==> src/rtl/i2c_tgt_pkg.sv <==
package i2c_tgt_pkg;

  localparam int BYTE_W = 8;

  typedef enum logic [2:0] {
    ST_IDLE,
    ST_RX,
    ST_RX_ACK,
    ST_TX,
    ST_TX_ACK,
    ST_HOLD
  } tgt_state_e;

  typedef enum logic [1:0] {
    BK_ADDR,
    BK_PTR,
    BK_DATA
  } byte_kind_e;

  // True when the received first byte names this device.
  function automatic logic addr_hit(input logic [BYTE_W-1:0] rx, input logic [6:0] dev);
    return rx[BYTE_W-1:1] == dev;
  endfunction

  // True when a pointer value selects an implemented register.
  function automatic logic ptr_valid(input logic [BYTE_W-1:0] p, input int unsigned nregs);
    return {24'd0, p} < nregs;
  endfunction

  // Next pointer value: wraps to zero past the last register.
  function automatic logic [BYTE_W-1:0] ptr_advance(input logic [BYTE_W-1:0] p,
                                                   input int unsigned nregs);
    if ({24'd0, p} + 32'd1 >= nregs) return '0;
    return p + 1'b1;
  endfunction

endpackage

==> src/rtl/i2c_line_sync.sv <==
module i2c_line_sync #(
  parameter int SYNC_STAGES = 2
) (
  input  logic clk,
  input  logic rst_n,
  input  logic scl_in,
  input  logic sda_in,
  output logic sda_s,
  output logic scl_rise,
  output logic scl_fall,
  output logic start_det,
  output logic stop_det
);

  // Stage SYNC_STAGES-1 is the synchronized level, stage SYNC_STAGES the one before it.
  logic [SYNC_STAGES:0] scl_pipe;
  logic [SYNC_STAGES:0] sda_pipe;

  always_ff @(posedge clk or negedge rst_n) begin
    if (!rst_n) begin
      scl_pipe <= '1;
      sda_pipe <= '1;
    end else begin
      scl_pipe <= {scl_pipe[SYNC_STAGES-1:0], scl_in};
      sda_pipe <= {sda_pipe[SYNC_STAGES-1:0], sda_in};
    end
  end

  logic scl_now, scl_old, sda_old;
  assign scl_now = scl_pipe[SYNC_STAGES-1];
  assign scl_old = scl_pipe[SYNC_STAGES];
  assign sda_s   = sda_pipe[SYNC_STAGES-1];
  assign sda_old = sda_pipe[SYNC_STAGES];

  assign scl_rise  = scl_now & ~scl_old;
  assign scl_fall  = ~scl_now & scl_old;
  assign start_det = scl_now & scl_old & sda_old & ~sda_s;
  assign stop_det  = scl_now & scl_old & ~sda_old & sda_s;

endmodule

==> src/rtl/i2c_reg_bank.sv <==
module i2c_reg_bank
  import i2c_tgt_pkg::*;
#(
  parameter int NUM_REGS = 8
) (
  input  logic                       clk,
  input  logic                       rst_n,
  input  logic                       wr_en,
  input  logic [BYTE_W-1:0]          addr,
  input  logic [BYTE_W-1:0]          wr_data,
  output logic [BYTE_W-1:0]          rd_data,
  output logic [NUM_REGS*BYTE_W-1:0] regs_flat
);

  localparam int IDX_W = (NUM_REGS > 1) ? $clog2(NUM_REGS) : 1;

  logic [BYTE_W-1:0] regs [NUM_REGS];
  logic              hit;
  logic [IDX_W-1:0]  idx;

  assign hit = ptr_valid(addr, NUM_REGS);
  assign idx = addr[IDX_W-1:0];

  for (genvar i = 0; i < NUM_REGS; i++) begin : g_reg
    always_ff @(posedge clk or negedge rst_n) begin
      if (!rst_n)                                       regs[i] <= '0;
      else if (wr_en && hit && (int'(idx) == i))        regs[i] <= wr_data;
    end
    assign regs_flat[i*BYTE_W +: BYTE_W] = regs[i];
  end

  assign rd_data = hit ? regs[idx] : '0;

endmodule

==> src/rtl/i2c_tgt_ctrl.sv <==
module i2c_tgt_ctrl
  import i2c_tgt_pkg::*;
#(
  parameter logic [6:0]  DEV_ADDR = 7'h2A,
  parameter int          NUM_REGS = 8
) (
  input  logic              clk,
  input  logic              rst_n,
  input  logic              sda_s,
  input  logic              scl_rise,
  input  logic              scl_fall,
  input  logic              start_det,
  input  logic              stop_det,
  input  logic [BYTE_W-1:0] rd_data,
  output logic [BYTE_W-1:0] ptr,
  output logic              wr_en,
  output logic [BYTE_W-1:0] wr_data,
  output logic              sda_oe,
  output logic              bus_idle,
  output logic              ignoring
);

  tgt_state_e        state;
  byte_kind_e        kind;
  logic [3:0]        bit_cnt;
  logic [BYTE_W-1:0] rx_sr;
  logic [BYTE_W-1:0] tx_sr;
  logic              go_tx;
  logic              ctl_ack;
  logic              byte_in;

  assign byte_in  = (state == ST_RX) && scl_fall && (bit_cnt == 4'd8);
  assign wr_en    = byte_in && (kind == BK_DATA);
  assign wr_data  = rx_sr;
  assign bus_idle = (state == ST_IDLE);
  assign ignoring = (state == ST_HOLD);

  always_ff @(posedge clk or negedge rst_n) begin
    if (!rst_n) begin
      state   <= ST_IDLE;
      kind    <= BK_ADDR;
      bit_cnt <= '0;
      rx_sr   <= '0;
      tx_sr   <= '0;
      go_tx   <= 1'b0;
      ctl_ack <= 1'b0;
      ptr     <= '0;
      sda_oe  <= 1'b0;
    end else if (stop_det) begin
      state  <= ST_IDLE;
      sda_oe <= 1'b0;
    end else if (start_det) begin
      state   <= ST_RX;
      kind    <= BK_ADDR;
      bit_cnt <= '0;
      sda_oe  <= 1'b0;
    end else begin
      unique case (state)
        ST_RX: begin
          if (scl_rise) begin
            rx_sr   <= {rx_sr[BYTE_W-2:0], sda_s};
            bit_cnt <= bit_cnt + 4'd1;
          end else if (byte_in) begin
            bit_cnt <= '0;
            unique case (kind)
              BK_ADDR: begin
                if (addr_hit(rx_sr, DEV_ADDR)) begin
                  go_tx  <= rx_sr[0];
                  sda_oe <= 1'b1;
                  state  <= ST_RX_ACK;
                end else begin
                  state  <= ST_HOLD;
                end
              end
              BK_PTR: begin
                ptr    <= rx_sr;
                go_tx  <= 1'b0;
                sda_oe <= 1'b1;
                state  <= ST_RX_ACK;
              end
              default: begin
                ptr    <= ptr_advance(ptr, NUM_REGS);
                sda_oe <= 1'b1;
                state  <= ST_RX_ACK;
              end
            endcase
          end
        end
        ST_RX_ACK: begin
          if (scl_fall) begin
            bit_cnt <= '0;
            if (go_tx) begin
              tx_sr  <= rd_data;
              ptr    <= ptr_advance(ptr, NUM_REGS);
              sda_oe <= ~rd_data[BYTE_W-1];
              state  <= ST_TX;
            end else begin
              sda_oe <= 1'b0;
              kind   <= (kind == BK_ADDR) ? BK_PTR : BK_DATA;
              state  <= ST_RX;
            end
          end
        end
        ST_TX: begin
          if (scl_fall) begin
            if (bit_cnt == 4'd7) begin
              sda_oe <= 1'b0;
              state  <= ST_TX_ACK;
            end else begin
              tx_sr   <= {tx_sr[BYTE_W-2:0], 1'b0};
              sda_oe  <= ~tx_sr[BYTE_W-2];
              bit_cnt <= bit_cnt + 4'd1;
            end
          end
        end
        ST_TX_ACK: begin
          if (scl_rise) begin
            ctl_ack <= ~sda_s;
          end else if (scl_fall) begin
            if (ctl_ack) begin
              bit_cnt <= '0;
              tx_sr   <= rd_data;
              ptr     <= ptr_advance(ptr, NUM_REGS);
              sda_oe  <= ~rd_data[BYTE_W-1];
              state   <= ST_TX;
            end else begin
              state   <= ST_HOLD;
            end
          end
        end
        default: ;
      endcase
    end
  end

endmodule

==> src/rtl/i2c_reg_target.sv <==
module i2c_reg_target
  import i2c_tgt_pkg::*;
#(
  parameter logic [6:0] DEV_ADDR    = 7'h2A,
  parameter int         NUM_REGS    = 8,
  parameter int         SYNC_STAGES = 2
) (
  input  logic                       clk,
  input  logic                       rst_n,
  input  logic                       scl_in,
  input  logic                       sda_in,
  output logic                       sda_oe,
  output logic [NUM_REGS*BYTE_W-1:0] regs_flat
);

  logic              sda_s;
  logic              scl_rise;
  logic              scl_fall;
  logic              start_det;
  logic              stop_det;
  logic [BYTE_W-1:0] ptr;
  logic [BYTE_W-1:0] rd_data;
  logic [BYTE_W-1:0] wr_data;
  logic              wr_en;
  logic              bus_idle;
  logic              ignoring;

  i2c_line_sync #(.SYNC_STAGES(SYNC_STAGES)) u_sync (
    .clk       (clk),
    .rst_n     (rst_n),
    .scl_in    (scl_in),
    .sda_in    (sda_in),
    .sda_s     (sda_s),
    .scl_rise  (scl_rise),
    .scl_fall  (scl_fall),
    .start_det (start_det),
    .stop_det  (stop_det)
  );

  i2c_tgt_ctrl #(.DEV_ADDR(DEV_ADDR), .NUM_REGS(NUM_REGS)) u_ctrl (
    .clk       (clk),
    .rst_n     (rst_n),
    .sda_s     (sda_s),
    .scl_rise  (scl_rise),
    .scl_fall  (scl_fall),
    .start_det (start_det),
    .stop_det  (stop_det),
    .rd_data   (rd_data),
    .ptr       (ptr),
    .wr_en     (wr_en),
    .wr_data   (wr_data),
    .sda_oe    (sda_oe),
    .bus_idle  (bus_idle),
    .ignoring  (ignoring)
  );

  i2c_reg_bank #(.NUM_REGS(NUM_REGS)) u_bank (
    .clk       (clk),
    .rst_n     (rst_n),
    .wr_en     (wr_en),
    .addr      (ptr),
    .wr_data   (wr_data),
    .rd_data   (rd_data),
    .regs_flat (regs_flat)
  );

endmodule

==> config.mk <==
export PLATFORM = sky130hd
export DESIGN_NAME = i2c_reg_target
export DESIGN_NICKNAME = d
export VERILOG_FILES = /design/src/rtl/i2c_tgt_pkg.sv /design/src/rtl/i2c_line_sync.sv /design/src/rtl/i2c_reg_bank.sv /design/src/rtl/i2c_tgt_ctrl.sv /design/src/rtl/i2c_reg_target.sv
export SDC_FILE = /design/constraint.sdc
export NUM_CORES = 1
export LEC_CHECK = 0
export BUFFER_PORTS_ARGS = -buffer_cell sky130_fd_sc_hd__buf_2
export CORE_ASPECT_RATIO = 0.75
export CORE_MARGIN = 3
export CORE_UTILIZATION = 58
export DETAILED_ROUTE_END_ITERATION = 6
export GPL_ROUTABILITY_DRIVEN = 0
export HOLD_SLACK_MARGIN = 0.05
export PLACE_DENSITY = 0.8
export SETUP_SLACK_MARGIN = 0.2
export SYNTH_ARGS = -nofsm -noshare
export SYNTH_HDL_FRONTEND = slang
export SYNTH_SLANG_ARGS = --single-unit
==> constraint.sdc <==
create_clock -name clk -period 2.49 [get_ports clk]
set_input_delay 0 -clock clk [delete_from_list [all_inputs] [get_ports clk]]
set_output_delay 0 -clock clk [all_outputs]
set_load 0.02 [all_outputs]
* After elaboration in Yosys (flattened, before gate mapping) *
Index checks and enable logic that the tools add are counted.

cells by class
  add/sub/neg operators = 3
  $mul = 0
  divide/modulo/power cells = 0
  $lt $le $gt $ge = 3
  eq/ne operators = 44
  shift-type cells = 0
  mux-type cells = 88
  bitwise operators = 17
  reduce and logical (&&, ||, !) cells = 31

operator list
  kind                                                  count
  2-to-1 mux 8 bit                                      14
  2-to-1 mux 7 bit                                      7
  2-to-1 mux 3 bit                                      12
  2-to-1 mux 4 bit                                      9
  >= comparator 32 x 4 -> 1 bit, second input constant  1
  2-to-1 mux 1 bit                                      32
  != test 4 x 3 -> 1 bit, second input constant         7
  binary-select mux 8 bit (select 3 bit)                1
  case mux 8 bit (3 select lines)                       1
  case mux 7 bit (3 select lines)                       1
  AND reduction 9 bit                                   2
  case mux 4 bit (4 select lines)                       1
  case mux 8 bit (2 select lines)                       1
  == test 3 bit, second input constant                  5
  != test 2 x 1 -> 1 bit, second input constant         7
  == test 3 x 2 -> 1 bit, second input constant         4
  logical AND 1 bit                                     12
  2-to-1 mux 2 bit                                      6
  != test 3 x 2 -> 1 bit, second input constant         4
  case mux 3 bit (4 select lines)                       1
  AND reduction 4 bit                                   3
  AND reduction 11 bit                                  1
  != test 2 bit, second input constant                  5
  AND reduction 10 bit                                  1
  other kinds (28)                                      48

storage, ports and cells
  register bits after elaboration = 105
  latch bits = 0
  memory bits (writable) = 0
  memory bits (read-only) = 0
  input bits = 4
  output and inout port bits = 65
  logic and storage cells = 205
  memories = 0

* Logic depth before layout (Yosys ltp) *
  depth in word-level cells = 14
  mapped depth = 8
  gate-level depth less buffers = 7

* Cells and area by module *
From an unflattened synthesis, not the netlist that was laid out.

second synthesis, totals
  cells, all modules = 447
  area, all modules = 5350.1 µm²

by module, submodules not included
  module         times used  cells each  area an instance (µm²)  seq. area each (µm²)
  i2c_reg_bank   1           212         3056.7                  1601.5
  i2c_tgt_ctrl   1           225         2103.3                  875.8
  i2c_line_sync  1           10          190.2                   157.7

* Worst setup path after synthesis *
Ideal clock, no wire load.

  path kind = flip-flop to flip-flop
  start point = register u_sync.scl_pipe[2]
  end point = register u_bank.regs, in the netlist u_bank.regs_flat[33]
  setup time = 0.125 ns
  data arrival time = 2.155 ns
  path slack = 0.210 ns
  cell stages (with the launch flop) = 7
  period minus slack after synthesis = 2.280 ns
  cells stage by stage = dfstp_2 -> nor2b_1 -> buf_4 -> nand4_1 -> nor4_4 -> nand2_4 -> mux2_4

on the way
  cells in the longest elaborated chain, start to end = 6

RTL lines
  element                          line                 source
  from (decl)                      i2c_line_sync.sv:16  logic [SYNC_STAGES:0] scl_pipe;
  from (signal assigned)           i2c_line_sync.sv:24  scl_pipe <= {scl_pipe[SYNC_STAGES-1:0], scl_in};
  AND 1 bit                        i2c_line_sync.sv:36  assign scl_fall = ~scl_now & scl_old;
  logical AND 1 bit (2 in series)  i2c_tgt_ctrl.sv:32   assign byte_in = (state == ST_RX) && scl_fall && (bit_cnt == 4'd8);
  logical AND 1 bit                i2c_tgt_ctrl.sv:33   assign wr_en = byte_in && (kind == BK_DATA);
  logical AND 1 bit (2 in series)  i2c_reg_bank.sv:27   else if (wr_en && hit && (int'(idx) == i)) regs[i] <= wr_data;
  to (decl)                        i2c_reg_bank.sv:17   logic [BYTE_W-1:0] regs [NUM_REGS];

No other way between the ends.
A chain may end at the register's enable or synchronous reset.

* Final worst setup path *
  start point = register u_ctrl.ptr[4]
  end point = register u_bank.regs, in the netlist u_bank.regs_flat[22]

on the way
  cells in the longest elaborated chain, start to end = 3

RTL lines
  element                          line                source
  from (decl)                      i2c_tgt_ctrl.sv:15  output logic [BYTE_W-1:0] ptr,
  from (signal assigned)           i2c_tgt_ctrl.sv:76  ptr <= rx_sr;
  from (signal assigned)           i2c_tgt_ctrl.sv:82  ptr <= ptr_advance(ptr, NUM_REGS);
  from (signal assigned)           i2c_tgt_ctrl.sv:94  ptr <= ptr_advance(ptr, NUM_REGS);
  < comparator 8 x 4 -> 1 bit      i2c_tgt_pkg.sv:27   return {24'd0, p} < nregs;
  logical AND 1 bit (2 in series)  i2c_reg_bank.sv:27

No other way between the ends.

==> impl_metrics.json <==
{
  "fin_crit_sh": 0.909,
  "synth_most_common_cell": "dfrtp_1",
  "seq_area_frac_synth": 0.490,
  "power_density_mw_per_mm2": 589,
  "synth_compound_area_frac": 0.0957,
  "start_util": 0.614,
  "yosysTopAreaCell": "dfrtp_1",
  "globalRouteOverflowTotal": 0,
  "synth_edf_count": 0,
  "hold_viol": 0,
  "synth.area.top_cells": "dfrtp_1 (46%), mux2_4 (8.9%), mux2_2 (8.6%)",
  "synth_top_family_by_area": "multiplexers",
  "worstPathArrival_ps": 2490,
  "diodes": 0,
  "antenna_found_initial": 0,
  "ios": 69,
  "drive_gt1_frac": 0.436,
  "min_period_ps": 2260,
  "synthMuxAreaShare": 0.259,
  "drc": 0,
  "start_kind": "flip-flop",
  "die_w_um": 117,
  "grt_pass1_vias": 3883,
  "p_leak_nw": 3.20,
  "status": "finished, final reports clean",
  "floorplan.rows": 29,
  "wire_per_inst_um": 20.7,
  "skew_ps": 11.2,
  "die_y_um": 89.4,
  "setup_viol": 0,
  "cts_root_buf": "clkbuf_16",
  "area_delta_synth_final_pct": 19.1,
  "max_stage_delay_ps": 490,
  "clk_latency_ps": 350,
  "port_buffers": 68,
  "dr.pass1.iters": 5,
  "synth_top_area_frac": 0.461,
  "clk_pin_slew_ps": 80,
  "initialDrtViolationCount": 254,
  "synth-xor-area-share": 0.00652,
  "worstPathCellList": "or2_0 -> or4_4 -> nor4_4 -> buf_4 -> nand2_2 -> mux2_2",
  "syn_nets": 438,
  "fmax_mhz": 442,
  "cts_buffer_depth": 2,
  "async_flop_share": 1.00,
  "cts_htree_levels": 3,
  "ant_nets": 0,
  "track_usage": 0.268,
  "maxCapViolCount": 0,
  "ys_types": 60,
  "layout.nets": 524,
  "synth_warnings": 0,
  "grt_pass1_wl_mm": 21.0,
  "synthTopCellsByCount": "dfrtp_1 (99), nand2_1 (44), mux2_2 (41)",
  "multiInputGateArea_sq_mm": 0.00268,
  "rsz0062_at_grt": "true",
  "ir_worst_vdd_v": 0.000544,
  "grt_max_degree": 59,
  "syn_inst": 427,
  "cts_tree": "built",
  "die_area_sq_mm": 0.0105,
  "ys_ff_latch": 105,
  "tightest_slew_ps": 771,
  "tns_ps": 0,
  "finalPower_w": 0.00377,
  "dpl.hpwl_mm": 9.06,
  "yosys.area_share.simple": 0.109,
  "ys.flop_type": "dfrtp_1",
  "drv_slew": 0,
  "slew_headroom": 0.486,
  "synth.avg_cell_area_sq_um": 12.6,
  "cts_sinks": 105,
  "crit_path_max_fanout": 8,
  "vias_per_cell": 6.20,
  "vias": 3979,
  "cp_slowest_cell": "or4_4",
  "syn_area_sq_mm": 0.00537,
  "holdCritPathClass": "input pin to asynchronous set/reset pin",
  "worst-setup-path-type": "flip-flop to flip-flop",
  "required_ps": 2720,
  "crit_path_end_kind": "flip-flop",
  "final-seq-area_sq_mm": 0.00264,
  "synth_fa_ha_area_frac": 0.0163,
  "totalWireLength_mm": 13.3,
  "numCtsBuffers": 9,
  "core_sq_mm": 0.00874,
  "fillCellCount": 583
}
[through the flow]
| step | std cells | cell area [sq um] | setup slack (ps) | hold slack, ps | utilization |
|---|---|---|---|---|---|
| floorplan | 427 | 5370 | 210 | -296 | - |
| global placement | 618 | 5960 | 70.3 | 105 | 0.681 |
| detailed placement | 618 | 5960 | 37.4 | 106 | 0.681 |
| CTS | 638 | 6320 | 159 | 280 | 0.723 |
| global route | 642 | 6400 | 173 | 293 | 0.732 |
| finish | 642 | 6400 | 227 | 291 | 0.732 |
[state kept, by name, indices dropped and copies added (netlist names), 2 cells and up]
name / count
u_bank.regs_flat: 64
u_ctrl.ptr: 8
u_ctrl.wr_data: 8
u_ctrl.tx_sr: 7
u_ctrl.bit_cnt: 4
u_ctrl.state: 3
u_sync.scl_pipe: 3
u_sync.sda_pipe: 3
u_ctrl.kind: 2
[power breakdown]
part / switching (W) / leakage, nW / internal, W
logic: 0.000298 / 1.63 / 0.000170
clock network: 0.000654 / 0.148 / 0.000790
registers: 0.0000828 / 1.43 / 0.00177
total: 0.00103 / 3.20 / 0.00273
[worst max-delay path, delay by kind of cell (launching register included)]
family                 cells  cell delay [ps]
DFF                        1              440
buffers and inverters      1              180
muxes                      1              330
and+or+nand+nor            4             1200
[placed cells by master, fill, tap and decap left out, types with 5 or more instances in the layout]
cell       Yosys  final
nand4_1        6      6
mux4_2        15     15
a21oi_1       13     13
nand2_1       44     40
nand3_1        9      9
nor2b_1        6      5
mux2_2        41     41
o21a_1         8      8
inv_1          9      9
mux2i_1       11     11
ha_1           7      7
o211ai_1      10     10
clkbuf_16      0      9
buf_4          1     22
mux2_4        32     32
nor2_1         6      6
buf_2          2     67
o21ai_0       21     21
dfstp_2        6      6
dfrtp_1       99     98
[repair_timing]
item	4_1_cts	5_1_grt
pin swaps	1	1
hold buffers	3	0
endpoints found under the setup margin	32	73
setup buffers	1	4
hold endpoints to repair	52	0
resized for setup	5	9
[kinds of logic after synthesis]
logic type / count (synthesis)
DFF: 105
and+or+nand+nor: 104
muxes: 99
AOI/OAI and AO/OA: 77
buffers and inverters: 31
adders and majority gates: 7
xor gates and xnor gates: 4
[metal layers]
layer	routed length, um	global-route usage	part of all wire
met2	6080	0.412	0.46
met1	6050	0.391	0.46
met4	151	0.0583	0.011
met3	981	0.0663	0.074
met5	0	0	0
[cell type report]
cell class	instances	area share
Clock buffer	9	0.0352
Multi-Input combinational cell	291	0.419
Clock inverter	7	0.0125
Tap cell	124	0.0242
Timing Repair Buffer	95	0.0909
Inverter	11	0.00645
Sequential cell	105	0.412
[worst paths after layout]
path                                                    from                          endpoint  slack (ps)  cells past startpoint
worst max-delay path               u_ctrl.ptr[4]$_DFFE_PN0P_  u_bank.regs_flat[22]$_DFFE_PN0P_         230                      6
worst min-delay path                                   rst_n  u_bank.regs_flat[52]$_DFFE_PN0P_         290                      2
worst max register to register     u_ctrl.ptr[4]$_DFFE_PN0P_  u_bank.regs_flat[22]$_DFFE_PN0P_         230                      6
worst min register to register  u_sync.scl_pipe[0]$_DFF_PN1_      u_sync.scl_pipe[1]$_DFF_PN1_         350                      0
max in group asynchronous                              rst_n  u_bank.regs_flat[55]$_DFFE_PN0P_        1470                      3
min in group clk                                      sda_in      u_sync.sda_pipe[0]$_DFF_PN1_         290                      2
Note: power is estimated with default switching activity, not from simulation.
